File: src/rtl/tt_pkg.sv
package tt_pkg;
  localparam int TT_DW    = 32;
  localparam int TT_LANES = TT_DW / 8;
  localparam int TT_OVFW  = 4;

  typedef struct packed {
    logic [TT_LANES-1:0] cmpWr;
    logic [TT_LANES-1:0] cntWr;
    logic                clrOvf;
    logic                tick;
    logic                cntEn;
    logic                clrOnCmp;
  } ttStrobe_t;
endpackage

File: src/rtl/tt_ctrl.sv
module tt_ctrl
  import tt_pkg::*;
#(
  parameter int PRE_W = 8
) (
  input  logic                clk,
  input  logic                rstN,
  input  logic [1:0]          busAddr,
  input  logic                busWr,
  input  logic [TT_LANES-1:0] busByteEn,
  input  logic [TT_DW-1:0]    busWrData,
  output ttStrobe_t           strb,
  output logic [PRE_W-1:0]    reload
);
  logic             cntEn, clrOnCmp;
  logic [PRE_W-1:0] presCnt;
  logic             ctrlWr, reloadWr, tick;

  assign ctrlWr   = busWr && (busAddr == 2'd2) && busByteEn[0];
  assign reloadWr = busWr && (busAddr == 2'd2) && busByteEn[1];
  assign tick     = (presCnt == '1);

  always_ff @(posedge clk) begin
    if (!rstN) begin
      cntEn    <= 1'b0;
      clrOnCmp <= 1'b0;
      reload   <= '0;
      presCnt  <= '0;
    end else begin
      if (ctrlWr) begin
        cntEn    <= busWrData[0];
        clrOnCmp <= busWrData[1];
      end
      if (reloadWr) reload <= busWrData[8 +: PRE_W];
      presCnt <= tick ? reload : presCnt + 1'b1;
    end
  end

  always_comb begin
    strb.cmpWr    = (busWr && busAddr == 2'd0) ? busByteEn : '0;
    strb.cntWr    = (busWr && busAddr == 2'd1) ? busByteEn : '0;
    strb.clrOvf   = ctrlWr && busWrData[2];
    strb.tick     = tick;
    strb.cntEn    = cntEn;
    strb.clrOnCmp = clrOnCmp;
  end

  AST_TICK_RELOAD: assert property (@(posedge clk) disable iff (!rstN)
    tick |=> presCnt == $past(reload));
endmodule

File: src/rtl/tt_datapath.sv
module tt_datapath
  import tt_pkg::*;
#(
  parameter int PRE_W = 8
) (
  input  logic             clk,
  input  logic             rstN,
  input  ttStrobe_t        strb,
  input  logic [TT_DW-1:0] wrData,
  input  logic [1:0]       rdAddr,
  input  logic [PRE_W-1:0] reload,
  output logic [TT_DW-1:0] rdData,
  output logic             matchIrq
);
  logic [TT_DW-1:0]   compare, count, cntNext;
  logic [TT_OVFW-1:0] ovfCnt;
  logic               advance, hit;

  assign advance = strb.tick && strb.cntEn && (strb.cntWr == '0);
  assign hit     = advance && (count == compare);

  always_comb begin
    cntNext = count;
    if (strb.cntWr != '0) begin
      for (int b = 0; b < TT_LANES; b++)
        if (strb.cntWr[b]) cntNext[b*8 +: 8] = wrData[b*8 +: 8];
    end else if (advance) begin
      cntNext = (hit && strb.clrOnCmp) ? '0 : count + 1'b1;
    end
  end

  for (genvar g = 0; g < TT_LANES; g++) begin : gCmpLane
    always_ff @(posedge clk) begin
      if (!rstN) compare[g*8 +: 8] <= '0;
      else if (strb.cmpWr[g]) compare[g*8 +: 8] <= wrData[g*8 +: 8];
    end
  end

  always_ff @(posedge clk) begin
    if (!rstN) begin
      count    <= '0;
      ovfCnt   <= '0;
      matchIrq <= 1'b0;
    end else begin
      count    <= cntNext;
      matchIrq <= hit;
      if (strb.clrOvf)  ovfCnt <= '0;
      else if (hit)     ovfCnt <= ovfCnt + 1'b1;
    end
  end

  always_comb begin
    case (rdAddr)
      2'd0:    rdData = compare;
      2'd1:    rdData = count;
      2'd2:    rdData = TT_DW'({reload, ovfCnt, 2'b00, strb.clrOnCmp, strb.cntEn});
      default: rdData = '0;
    endcase
  end

  AST_HOLD_DISABLED: assert property (@(posedge clk) disable iff (!rstN)
    (!strb.cntEn && strb.cntWr == '0) |=> $stable(count));
  AST_CLEAR_ON_MATCH: assert property (@(posedge clk) disable iff (!rstN)
    (strb.tick && strb.cntEn && strb.clrOnCmp && strb.cntWr == '0 && count == compare)
      |=> count == '0);
  AST_MATCH_STEPS_OVF: assert property (@(posedge clk) disable iff (!rstN)
    (matchIrq && !$past(strb.clrOvf)) |-> ovfCnt == TT_OVFW'($past(ovfCnt) + 1'b1));
  AST_WRITE_WINS: assert property (@(posedge clk) disable iff (!rstN)
    (strb.cntWr == '1) |=> count == $past(wrData));
endmodule

File: src/rtl/tick_timer.sv
module tick_timer
  import tt_pkg::*;
#(
  parameter int PRE_W = 8
) (
  input  logic                clk,
  input  logic                rstN,
  input  logic [1:0]          busAddr,
  input  logic                busWr,
  input  logic [TT_LANES-1:0] busByteEn,
  input  logic [TT_DW-1:0]    busWrData,
  output logic [TT_DW-1:0]    busRdData,
  output logic                matchIrq
);
  ttStrobe_t        strb;
  logic [PRE_W-1:0] reload;

  tt_ctrl #(.PRE_W(PRE_W)) u_ctrl (
    .clk(clk), .rstN(rstN), .busAddr(busAddr), .busWr(busWr),
    .busByteEn(busByteEn), .busWrData(busWrData), .strb(strb), .reload(reload)
  );

  tt_datapath #(.PRE_W(PRE_W)) u_dp (
    .clk(clk), .rstN(rstN), .strb(strb), .wrData(busWrData), .rdAddr(busAddr),
    .reload(reload), .rdData(busRdData), .matchIrq(matchIrq)
  );
endmodule

File: config.mk
export PLATFORM = sky130hd
export DESIGN_NAME = tick_timer
export DESIGN_NICKNAME = d
export VERILOG_FILES = /design/src/rtl/tt_pkg.sv /design/src/rtl/tt_ctrl.sv /design/src/rtl/tt_datapath.sv /design/src/rtl/tick_timer.sv
export SDC_FILE = /design/constraint.sdc
export NUM_CORES = 1
export LEC_CHECK = 0
export BUFFER_PORTS_ARGS = -buffer_cell sky130_fd_sc_hd__buf_4
export CAP_MARGIN = 20
export CORE_UTILIZATION = 27
export CTS_BUF_LIST = sky130_fd_sc_hd__clkbuf_8
export CTS_CLUSTER_DIAMETER = 80
export CTS_CLUSTER_SIZE = 30
export DETAILED_ROUTE_END_ITERATION = 10
export SETUP_SLACK_MARGIN = 0.1
export SLEW_MARGIN = 5
export SYNTH_ARGS = -nofsm -noshare
export SYNTH_HDL_FRONTEND = slang
export SYNTH_HIERARCHICAL = 1
export SYNTH_SLANG_ARGS = --single-unit
File: constraint.sdc
create_clock -name clk -period 3.6 [get_ports clk]
set_clock_uncertainty 0.1 [all_clocks]
set_input_delay 0.54 -clock clk [delete_from_list [all_inputs] [get_ports clk]]
set_output_delay 0.54 -clock clk [all_outputs]
set_load 0.02 [all_outputs]
Word level (Yosys, flattened, before mapping):

Cells that the tools add are included.

* add/sub/neg operators: 3
* equal/unequal tests: 8
* mux-type cells: 11
* bitwise logic cells: 1
* reductions and logical operators: 19

Operator list (number)
* 32-bit 2-to-1 mux: 3
* 32-bit case mux with 3 select lines: 1
* 8-bit 2-to-1 mux: 5
* 32-bit by 1-bit adder with 32-bit output, second input constant: 1
* 32-bit equality test: 1
* 1-bit logical AND: 10
* 8-bit by 1-bit adder with 8-bit output, second input constant: 1
* 8-bit equality test, second input constant: 1
* 4-bit 2-to-1 mux: 2
* 2-bit by 1-bit inequality test with 1-bit output, second input constant: 4
* 2-bit AND reduction: 4
* 4-bit by 1-bit adder with 4-bit output, second input constant: 1
* 4-bit zero test: 1
* 4-bit nonzero test: 1
* 2-bit by 1-bit equality test with 1-bit output, second input constant: 1
* 2-bit equality test, second input constant: 1
* 2-bit zero test: 1
* 2-bit nonzero test: 1
* 2-bit OR reduction: 1
* 1-bit NOT: 1

* register bits: 87
* bits of input ports: 41
* output and inout bits: 33
* word-level logic and storage cells: 56

Depth between registers and ports, before layout:

Gate-level depths: netlist of the first run.

* depth in word-level cells: 10
* gate-level depth with buffers: 12
* mapped depth without buffers: 9

Hierarchy:

Netlist of the first run, hierarchy kept.

By module, submodules not included
* tt_datapath: times used 1, cells an instance 590, area an instance 4571.9 um^2, seq. area each 1381.3 um^2
* tt_ctrl: times used 1, cells an instance 110, area an instance 903.4 um^2, seq. area each 360.3 um^2

Worst setup path before layout of the first run:

OpenSTA, ideal clock, no wires.

* path kind: input to register
* start: input busAddr[0]
* end: register u_dp.count[21]
* library setup time: 0.132 ns
* arrival: 2.503 ns
* data required time: 3.368 ns
* setup slack: 0.865 ns
* stages: 10
* buffers on the path: 2
* cell sequence: and3b_1 and2_1 buf_6 nor4_4 nand3_4 nor4_4 nand4_1 clkbuf_1 a31oi_1 o32ai_1

RTL lines
* start: declaration: line tick_timer.sv:8 `input logic [1:0] busAddr,`
* end signal: assignment: line tt_datapath.sv:45 `count <= cntNext;`
* end: declaration: line tt_datapath.sv:15 `logic [TT_DW-1:0] compare, count, cntNext;`

==> results.py, run 1 <==
metrics = {
    "pwr": {
        "irDropWorstVdd_v": 0.000166,
        "leakagePower_nw": 2.32,
        "power_density_nw_per_um2": 360,
    },
    "worst_setup_path": {
        "worstSetupPathType": "reg2reg",
        "critical_path_required_ns": 3.83,
        "worst-path-max-fanout": 9,
        "arrival_ns": 3.23,
        "critical_path.max_stage_delay_ns": 0.42,
        "cp_cell_sequence": "ha_1, nand3_1, or2_4, inv_1, nand3_4, nor4_4, nand4_2, or3_1, a21oi_1",
        "cp-end-kind": "register",
        "cp.depth": 9,
        "cp_slowest_cell": "dfxtp_1",
        "startpoint_type": "register",
        "worst-path-buf-inv": 1,
        "reg2reg_depth": 9,
        "cp_top_family": "simple AND/OR/NAND/NOR gates",
    },
    "routing": {
        "via_count": 5424,
        "drt_wl_total_um": 17400,
        "wl_per_cell_um": 17.3,
        "drtIter0Drc": 486,
        "route.detailed.drc": 0,
        "final_antenna_net_count": 0,
        "first_pass_iters": 5,
        "via_per_inst": 5.39,
    },
    "logic_synthesis": {
        "synthesis.area_um2": 5480,
        "yosys.area.top_type": "dfxtp_1",
        "async_flop_share_pct": 0,
        "synth_nets": 744,
        "synth-edff-count": 0,
        "ys_ff_latch": 87,
        "ys_seq_area_share_pct": 31.8,
        "synth_area_leaders": "dfxtp_1 (32%), mux2i_1 (12%), nor2_1 (4.9%)",
        "synth_top_area_share_pct": 31.8,
        "synth.avg_cell_area_um2": 7.82,
        "yosysWarnings": 6,
        "yosys.cell_types.count": 55,
        "synth_cells": 700,
        "synth_ff_type": "dfxtp_1",
    },
    "global_route": {
        "grt_overflow_total": 0,
        "grtUsageTotal_pct": 17.0,
        "grt_pass1_vias": 4883,
        "grt_max_degree": 39,
        "grt_pass1_wl_um": 27200,
        "antenna_found_initial": 0,
    },
    "timing": {
        "slew_viol_final": 0,
        "fin_crit_ns": 3.00,
        "worstMarginPinSlew_ns": 0.909,
        "post-route-period-util_pct": 83.3,
        "rsz0062_at_grt": "no",
        "hold_violations": 0,
        "finalSetupTns_ns": 0,
        "hold_ws_ns": 0.292,
        "setup_viol": 0,
        "relSlewSlack_pct": 39.2,
        "timing.fmax_mhz": 333,
    },
    "floorplanning": {
        "pin_count": 74,
        "fp.dieArea_um2": 20900,
        "num_rows": 51,
        "die_h_um": 144,
        "die_w_um": 144,
        "start_util_pct": 27.9,
        "placeableCoreArea_um2": 19700,
    },
    "clock_network": {
        "numCtsBuffers": 9,
        "cts_root_buffer": "clkbuf_8",
        "cts_tree": "done",
        "ctsHoldBuffers": 0,
        "postCtsSetupBuffers": 0,
        "cts.sinks": 87,
        "cts.path.max_buffers": 2,
        "cts_repair_resize_count": 0,
        "insertion_delay_ns": 0.39,
        "h-tree-depth": 3,
        "clk_pin_slew_ns": 0.10,
    },
    "layout": {
        "final_nets": 781,
        "antenna_cells": 0,
        "drive_gt1_share_pct": 15.9,
        "area.growth.synth_to_final_pct": 17.8,
    },
    "placement": {
        "port_buffers": 73,
        "place_hpwl_um": 12800,
        "gp_congestion": 0.920,
    },
    "job": {
        "maxCapViolations": 0,
    },
    "hold_path": {
        "holdPathStages": 3,
        "hold_class": "in2reg",
    },
    "run_status": {
        "status": "finished clean",
    },
}
-- synthesized netlist by cell type, types with 2 or more instances --
cell	count
and3_1	21
nor3b_1	3
ha_1	3
dfxtp_1	87
o32ai_1	3
nand2b_1	14
nor2_1	72
mux2i_1	67
nor4_4	2
xor2_1	2
a31oi_1	10
nand3b_1	3
buf_1	6
nand2_1	48
nor4b_1	2
a21oi_1	45
or3_1	5
and2_1	8
buf_4	4
nor4_1	24
o21ai_0	48
inv_1	19
a22oi_1	25
o2111ai_1	7
or2_2	3
nand4b_1	3
nand4_2	2
clkbuf_2	2
xnor2_1	28
nand3_1	23
clkbuf_1	45
buf_2	3
nor3_1	13
nand4_1	29
-- kinds of logic (layout without fill, tap and decap cells) --
group                    after synthesis  in the layout  share of synthesized area [%]
buffers and inverters                 80            122                           6.01
flip-flops                            87             87                           31.8
multiplexers                          68             68                           12.5
AND/OR/NAND/NOR                      284            284                           27.9
adder cells (fa/ha/maj)                3              3                          0.686
XOR/XNOR                              30             30                           4.80
AO/OA/AOI/OAI                        148            148                           16.3
-- cell type report --
class                      count  area, um^2
inverter                      19        71.3
timing repair buffer          87         653
clock inverter                 7         125
tap                          265         332
sequential                    87        1740
fill                        2159       13200
clock buffer                   9         124
multi-input combinational    533        3400
-- sequential cells by signal, summed over array words and instances (netlist names) --
signal,count
u_ctrl/clrOnCmp,1
u_ctrl/cntEn,1
u_ctrl/presCnt,8
u_ctrl/reload,8
u_dp/compare,32
u_dp/count,32
u_dp/matchIrq,1
u_dp/ovfCnt,4
-- routing by layer --
layer	share of wire [%]	track usage, %	wire [um]
met5	0	0	0
met4	1.5	5.21	269
met3	6.2	3.11	1080
met2	43	24.7	7440
met1	50	25.0	8660
-- where the power goes --
part           internal (mW)  switching, mW  total [mW]  leakage [nW]
registers               1.00         0.0690        1.07         0.706
clock network          0.469          0.400       0.869         0.125
logic                  0.165          0.218       0.383          1.49
-- stage by stage --
| stage | power, mW | cells | utilization, % | area [um^2] | worst slack (ns) |
|---|---|---|---|---|---|
| floorplan | 1.33 | 700 | - | 5480 | 0.865 |
| global placement | 1.47 | 990 | 31.5 | 6190 | 0.516 |
| detailed placement | 1.47 | 990 | 31.5 | 6190 | 0.483 |
| CTS | 2.34 | 1006 | 32.8 | 6440 | 0.606 |
| global route | 2.42 | 1007 | 32.8 | 6450 | 0.452 |
| finish | 2.32 | 1007 | 32.8 | 6450 | 0.601 |
-- placed cells by master, fill, tap and decap left out, types with 21 or more instances in the layout --
| cell | count |
|---|---|
| a22oi_1 | 25 |
| nand3_1 | 23 |
| buf_4 | 87 |
| dfxtp_1 | 87 |
| nor4_1 | 24 |
| o21ai_0 | 48 |
| nand4_1 | 29 |
| nor2_1 | 72 |
| mux2i_1 | 67 |
| xnor2_1 | 28 |
| nand2_1 | 48 |
| a21oi_1 | 45 |
| and3_1 | 21 |
-- worst register-to-register path, delay by kind of cell, from the launching register on --
family                     cells  cell delay (ns)
and+or+nand+nor                6             1.74
AOI/OAI and AO/OA              1             0.15
buffers and inverters          1             0.17
DFF                            1             0.42
adders and majority gates      1             0.36
-- final timing paths --
check | start | endpoint | slack (ns)
worst max-delay path | u_ctrl/presCnt[0] | u_dp/ovfCnt[3] | 0.60
worst max register to register | u_ctrl/presCnt[0] | u_dp/ovfCnt[3] | 0.60
worst min register to register | u_ctrl/reload[1] | u_ctrl/reload[1] | 0.38
worst min-delay path | busWrData[4] | u_dp/compare[4] | 0.29
No activity file was read; power rests on OpenSTA's default activity.
==> run 2, diff against run 1 <==
==> constraint.sdc (replaced) <==
create_clock -name clk -period 2.9 [get_ports clk]
set_clock_uncertainty 0.1 [all_clocks]
set_input_delay 0.435 -clock clk [delete_from_list [all_inputs] [get_ports clk]]
set_output_delay 0.435 -clock clk [all_outputs]
set_load 0.02 [all_outputs]
==> results.py, run 2 (synthesized netlist as in run 1, its figures left out) <==
metrics = {
    "run_status": {
        "status": "finished clean",
    },
    "layout": {
        "drive_gt1_share_pct": 17.7,
        "area.growth.synth_to_final_pct": 19.8,
        "final_cell_mix": "buf_4 (101), dfxtp_1 (87), nor2_1 (72)",
        "layout_commonest_cell": "buf_4",
        "final_nets": 796,
        "fin_util_pct": 33.4,
        "reg.largest.list": "u_dp/compare: 32 flops, u_dp/count: 32 flops",
        "antenna_cells": 0,
    },
    "placement": {
        "pre_cts_ws_ns": 0.165,
        "gp_congestion": 0.907,
        "port_buffers": 73,
        "place_hpwl_um": 12900,
    },
    "hold_path": {
        "holdPathStages": 3,
        "hold_class": "in2reg",
        "min_from": "busWrData[6]",
        "hold_end": "u_dp/compare[6]",
    },
    "clock_network": {
        "cts_tree": "done",
        "insertion_delay_ns": 0.39,
        "numCtsBuffers": 9,
        "clk_pin_slew_ns": 0.10,
        "postCtsSetupBuffers": 0,
        "cts.path.max_buffers": 2,
        "cts.sinks": 87,
        "h-tree-depth": 3,
        "cts_root_buffer": "clkbuf_8",
    },
    "floorplanning": {
        "die_h_um": 144,
        "start_util_pct": 27.9,
        "placeableCoreArea_um2": 19700,
        "fp.dieArea_um2": 20900,
        "pin_count": 74,
        "die_w_um": 144,
        "num_rows": 51,
    },
    "routing": {
        "wl_met2_um": 7420,
        "drt_wl_total_um": 17400,
        "wl_per_cell_um": 17.0,
        "first_pass_iters": 5,
        "route.met3.wl_um": 1390,
        "top_layer": "met4",
        "via_per_inst": 5.29,
        "via_count": 5404,
        "final_antenna_net_count": 0,
        "wl_met1_um": 8400,
        "route.detailed.drc": 0,
        "drtIter0Drc": 469,
    },
    "timing": {
        "setup_slack_ns": 0.311,
        "setup_viol": 0,
        "worstMarginPinSlew_ns": 0.924,
        "rsz0062_at_grt": "no",
        "timing.fmax_mhz": 386,
        "fin_crit_ns": 2.59,
        "post-route-period-util_pct": 89.3,
        "relSlewSlack_pct": 38.2,
        "finalSetupTns_ns": 0,
        "hold_violations": 0,
        "slew_viol_final": 0,
    },
    "worst_setup_path": {
        "rrSetupSlack_ns": 0.31,
        "cp-end-kind": "register",
        "critical_path_required_ns": 3.07,
        "r2r-end": "u_dp/count[21]",
        "worstSetupPathType": "reg2reg",
        "regToRegStartpoint": "u_ctrl/presCnt[2]",
        "reg2reg_depth": 9,
        "worst-path-max-fanout": 30,
        "arrival_ns": 2.76,
        "startpoint_type": "register",
    },
    "global_route": {
        "grt_max_degree": 39,
        "grt_pass1_vias": 4868,
        "grtUsageTotal_pct": 17.2,
        "grt_overflow_total": 0,
        "grt_pass1_wl_um": 27600,
        "antenna_found_initial": 0,
    },
    "pwr": {
        "leakagePower_nw": 2.39,
        "irDropWorstVdd_v": 0.000200,
        "power_density_nw_per_um2": 427,
    },
    "job": {
        "maxCapViolations": 0,
    },
}
[run 2: layout make-up]
cell class	count	area, um^2
Fill cell	2189	13100
Multi-Input combinational cell	533	3410
Sequential cell	87	1740
Timing Repair Buffer	102	778
Tap cell	265	332
Clock buffer	9	124
Clock inverter	7	104
Inverter	19	71.3
[run 2: repair_timing]
action,4_1_cts,5_1_grt
setup endpoints to repair,0,11
gates resized for setup,0,1
hold buffers,0,0
[run 2: metal layers]
layer	up-vias	GRT usage, %
li1	2643	-
met1	2529	25.5
met2	219	24.5
met3	13	4.30
met4	0	3.60
met5	-	0
[run 2: power breakdown]
part,switching [mW],internal (mW)
registers,0.0850,1.24
logic,0.274,0.211
clock network,0.495,0.496
[run 2: how the worst max path moves through the flow]
stage	start	to	cells after the start
after floorplan	busAddr[0]	u_dp/count[21]	10
after global placement	busAddr[1]	u_dp/count[15]	10
after global routing	u_ctrl/presCnt[2]	u_dp/count[21]	9
after CTS	u_ctrl/presCnt[0]	u_dp/count[11]	10
after detailed placement	busAddr[1]	u_dp/count[15]	10
final	u_ctrl/presCnt[2]	u_dp/count[21]	9
[run 2: worst max-delay path: stages (launching register included)]
cell	delay, ns
dfxtp_1	0.47
nand4_2	0.23
or2_4	0.34
inv_1	0.18
nand3_4	0.11
nor4_4	0.32
nand4_1	0.21
buf_12	0.22
a31oi_1	0.17
o32ai_1	0.10
[run 2: metrics by stage]
stage	std cells	total power, mW	cell area [um^2]	hold slack (ns)
2_1_floorplan	700	1.65	5480	0.344
3_3_place_gp	1006	1.83	6330	0.362
3_5_place_dp	1006	1.83	6330	0.371
4_1_cts	1022	2.83	6560	0.176
5_1_grt	1022	2.94	6560	0.175
6_report	1022	2.80	6560	0.196
==> run 3, diff against run 2 <==
==> constraint.sdc (replaced) <==
create_clock -name clk -period 2.35 [get_ports clk]
set_clock_uncertainty 0.1 [all_clocks]
set_input_delay 0.3525 -clock clk [delete_from_list [all_inputs] [get_ports clk]]
set_output_delay 0.3525 -clock clk [all_outputs]
set_load 0.02 [all_outputs]
==> results.py, run 3 (synthesized netlist as in run 1, its figures left out) <==
metrics = {
    "run_status": {
        "status": "finished clean",
    },
    "floorplanning": {
        "num_rows": 51,
        "placeableCoreArea_um2": 19700,
        "die_h_um": 144,
        "start_util_pct": 27.9,
        "pin_count": 74,
        "die_w_um": 144,
        "fp.dieArea_um2": 20900,
    },
    "routing": {
        "drtIter0Drc": 412,
        "drt_wl_total_um": 18300,
        "via_count": 5586,
        "first_pass_iters": 5,
        "via_per_inst": 5.18,
        "route.detailed.drc": 0,
        "wl_per_cell_um": 16.9,
        "final_antenna_net_count": 0,
    },
    "timing": {
        "worstMarginPinSlew_ns": 0.488,
        "post-route-period-util_pct": 92.5,
        "hold_ws_ns": 0.114,
        "timing.fmax_mhz": 460,
        "relSlewSlack_pct": 67.5,
        "hold_violations": 0,
        "fin_crit_ns": 2.17,
        "rsz0062_at_grt": "yes",
        "finalSetupTns_ns": 0,
        "setup_viol": 0,
        "slew_viol_final": 0,
        "setup_slack_ns": 0.176,
    },
    "worst_setup_path": {
        "cp-end-kind": "register",
        "arrival_ns": 2.32,
        "worst-path-max-fanout": 16,
        "startpoint_type": "input pin",
        "critical_path_required_ns": 2.50,
        "worstSetupPathType": "in2reg",
    },
    "placement": {
        "postPlaceCellArea_um2": 6730,
        "pre_cts_ws_ns": -0.428,
        "place_inst": 1051,
        "port_buffers": 73,
        "gp_congestion": 0.889,
        "place_hpwl_um": 13700,
    },
    "clock_network": {
        "numCtsBuffers": 9,
        "cts.path.max_buffers": 2,
        "cts_tree": "done",
        "insertion_delay_ns": 0.38,
        "cts_root_buffer": "clkbuf_8",
        "h-tree-depth": 3,
        "ctsHoldBuffers": 0,
        "cts.sinks": 87,
        "clk_pin_slew_ns": 0.09,
    },
    "layout": {
        "antenna_cells": 0,
        "drive_gt1_share_pct": 27.1,
        "fin_util_pct": 36.5,
        "final_cell_mix": "buf_4 (151), dfxtp_1 (78), nor2_1 (68)",
        "reg.largest.list": "u_dp/compare: 32 flops, u_dp/count: 32 flops",
        "final_nets": 853,
        "area.growth.synth_to_final_pct": 31.2,
        "instances_no_fill": 1079,
        "layout_commonest_cell": "buf_4",
        "stdcell_area_um2": 7180,
    },
    "global_route": {
        "grt_pass1_vias": 5182,
        "grt_max_degree": 43,
        "grt_pass1_wl_um": 28200,
        "antenna_found_initial": 0,
        "grt_overflow_total": 0,
        "grtUsageTotal_pct": 17.7,
    },
    "pwr": {
        "leakagePower_nw": 2.68,
        "irDropWorstVdd_v": 0.000225,
        "power_mw": 3.34,
        "power_density_nw_per_um2": 465,
    },
    "job": {
        "maxCapViolations": 0,
    },
    "hold_path": {
        "hold_class": "in2reg",
    },
}
run 3: changes by cell type in the layout (fill, tap and decap cells not counted), moves of 4 or more:
cell     before  now
buf_4       101  151
dfxtp_1      87   78
dfxtp_2       0    7
nor4_1       24   19
a31oi_1      10    6
nor2_1       72   68
nor4_2        1    5
run 3: what timing repair did:
action	in CTS	in global routing
setup buffers	0	11
endpoints found under the setup margin	15	36
gates resized for setup	2	39
pin swaps	0	3
cloned	0	1
run 3: layout make-up:
class                   count  area [um^2]
multi-input cells         533         3560
clock buffers              11          151
repair buffers            159         1270
flip-flops and latches     87         1760
well taps                 265          332
clock inverters             5         33.8
inverters                  19         75.1
fillers                  2071        12500
run 3: routing by layer:
layer	GRT usage, %	up-vias	part of all wire (%)
met5	0	-	0
met1	25.6	2651	49
li1	-	2755	-
met3	3.31	21	6.1
met4	4.65	0	1.6
met2	26.6	159	43
run 3: worst paths after layout:
check,from,endpoint,slack [ns],depth (start not counted)
min reg2reg,u_ctrl/reload[1],u_ctrl/reload[1],0.38,2
max reg2reg,u_dp/count[9],u_dp/count[21],0.18,8
min,busWrData[19],u_dp/compare[19],0.11,3
max,busAddr[0],u_dp/count[12],0.18,12
run 3: critical path: stages:
cell and delay, ns:
buf_4 0.12, and3b_1 0.20, and2_1 0.20, nor4_4 0.30, buf_4 0.19, nand3_4 0.07
nor4_4 0.16, nand4_1 0.14, buf_6 0.17, buf_12 0.15, a21oi_1 0.17, o32ai_1 0.10
run 3: where the power goes:
group / leakage (nW) / switching, mW / internal, mW / total [mW]
clock network: 0.0967 / 0.573 / 0.440 / 1.01
logic: 1.87 / 0.394 / 0.322 / 0.716
registers: 0.710 / 0.0778 / 1.53 / 1.61
total: 2.68 / 1.05 / 2.30 / 3.34
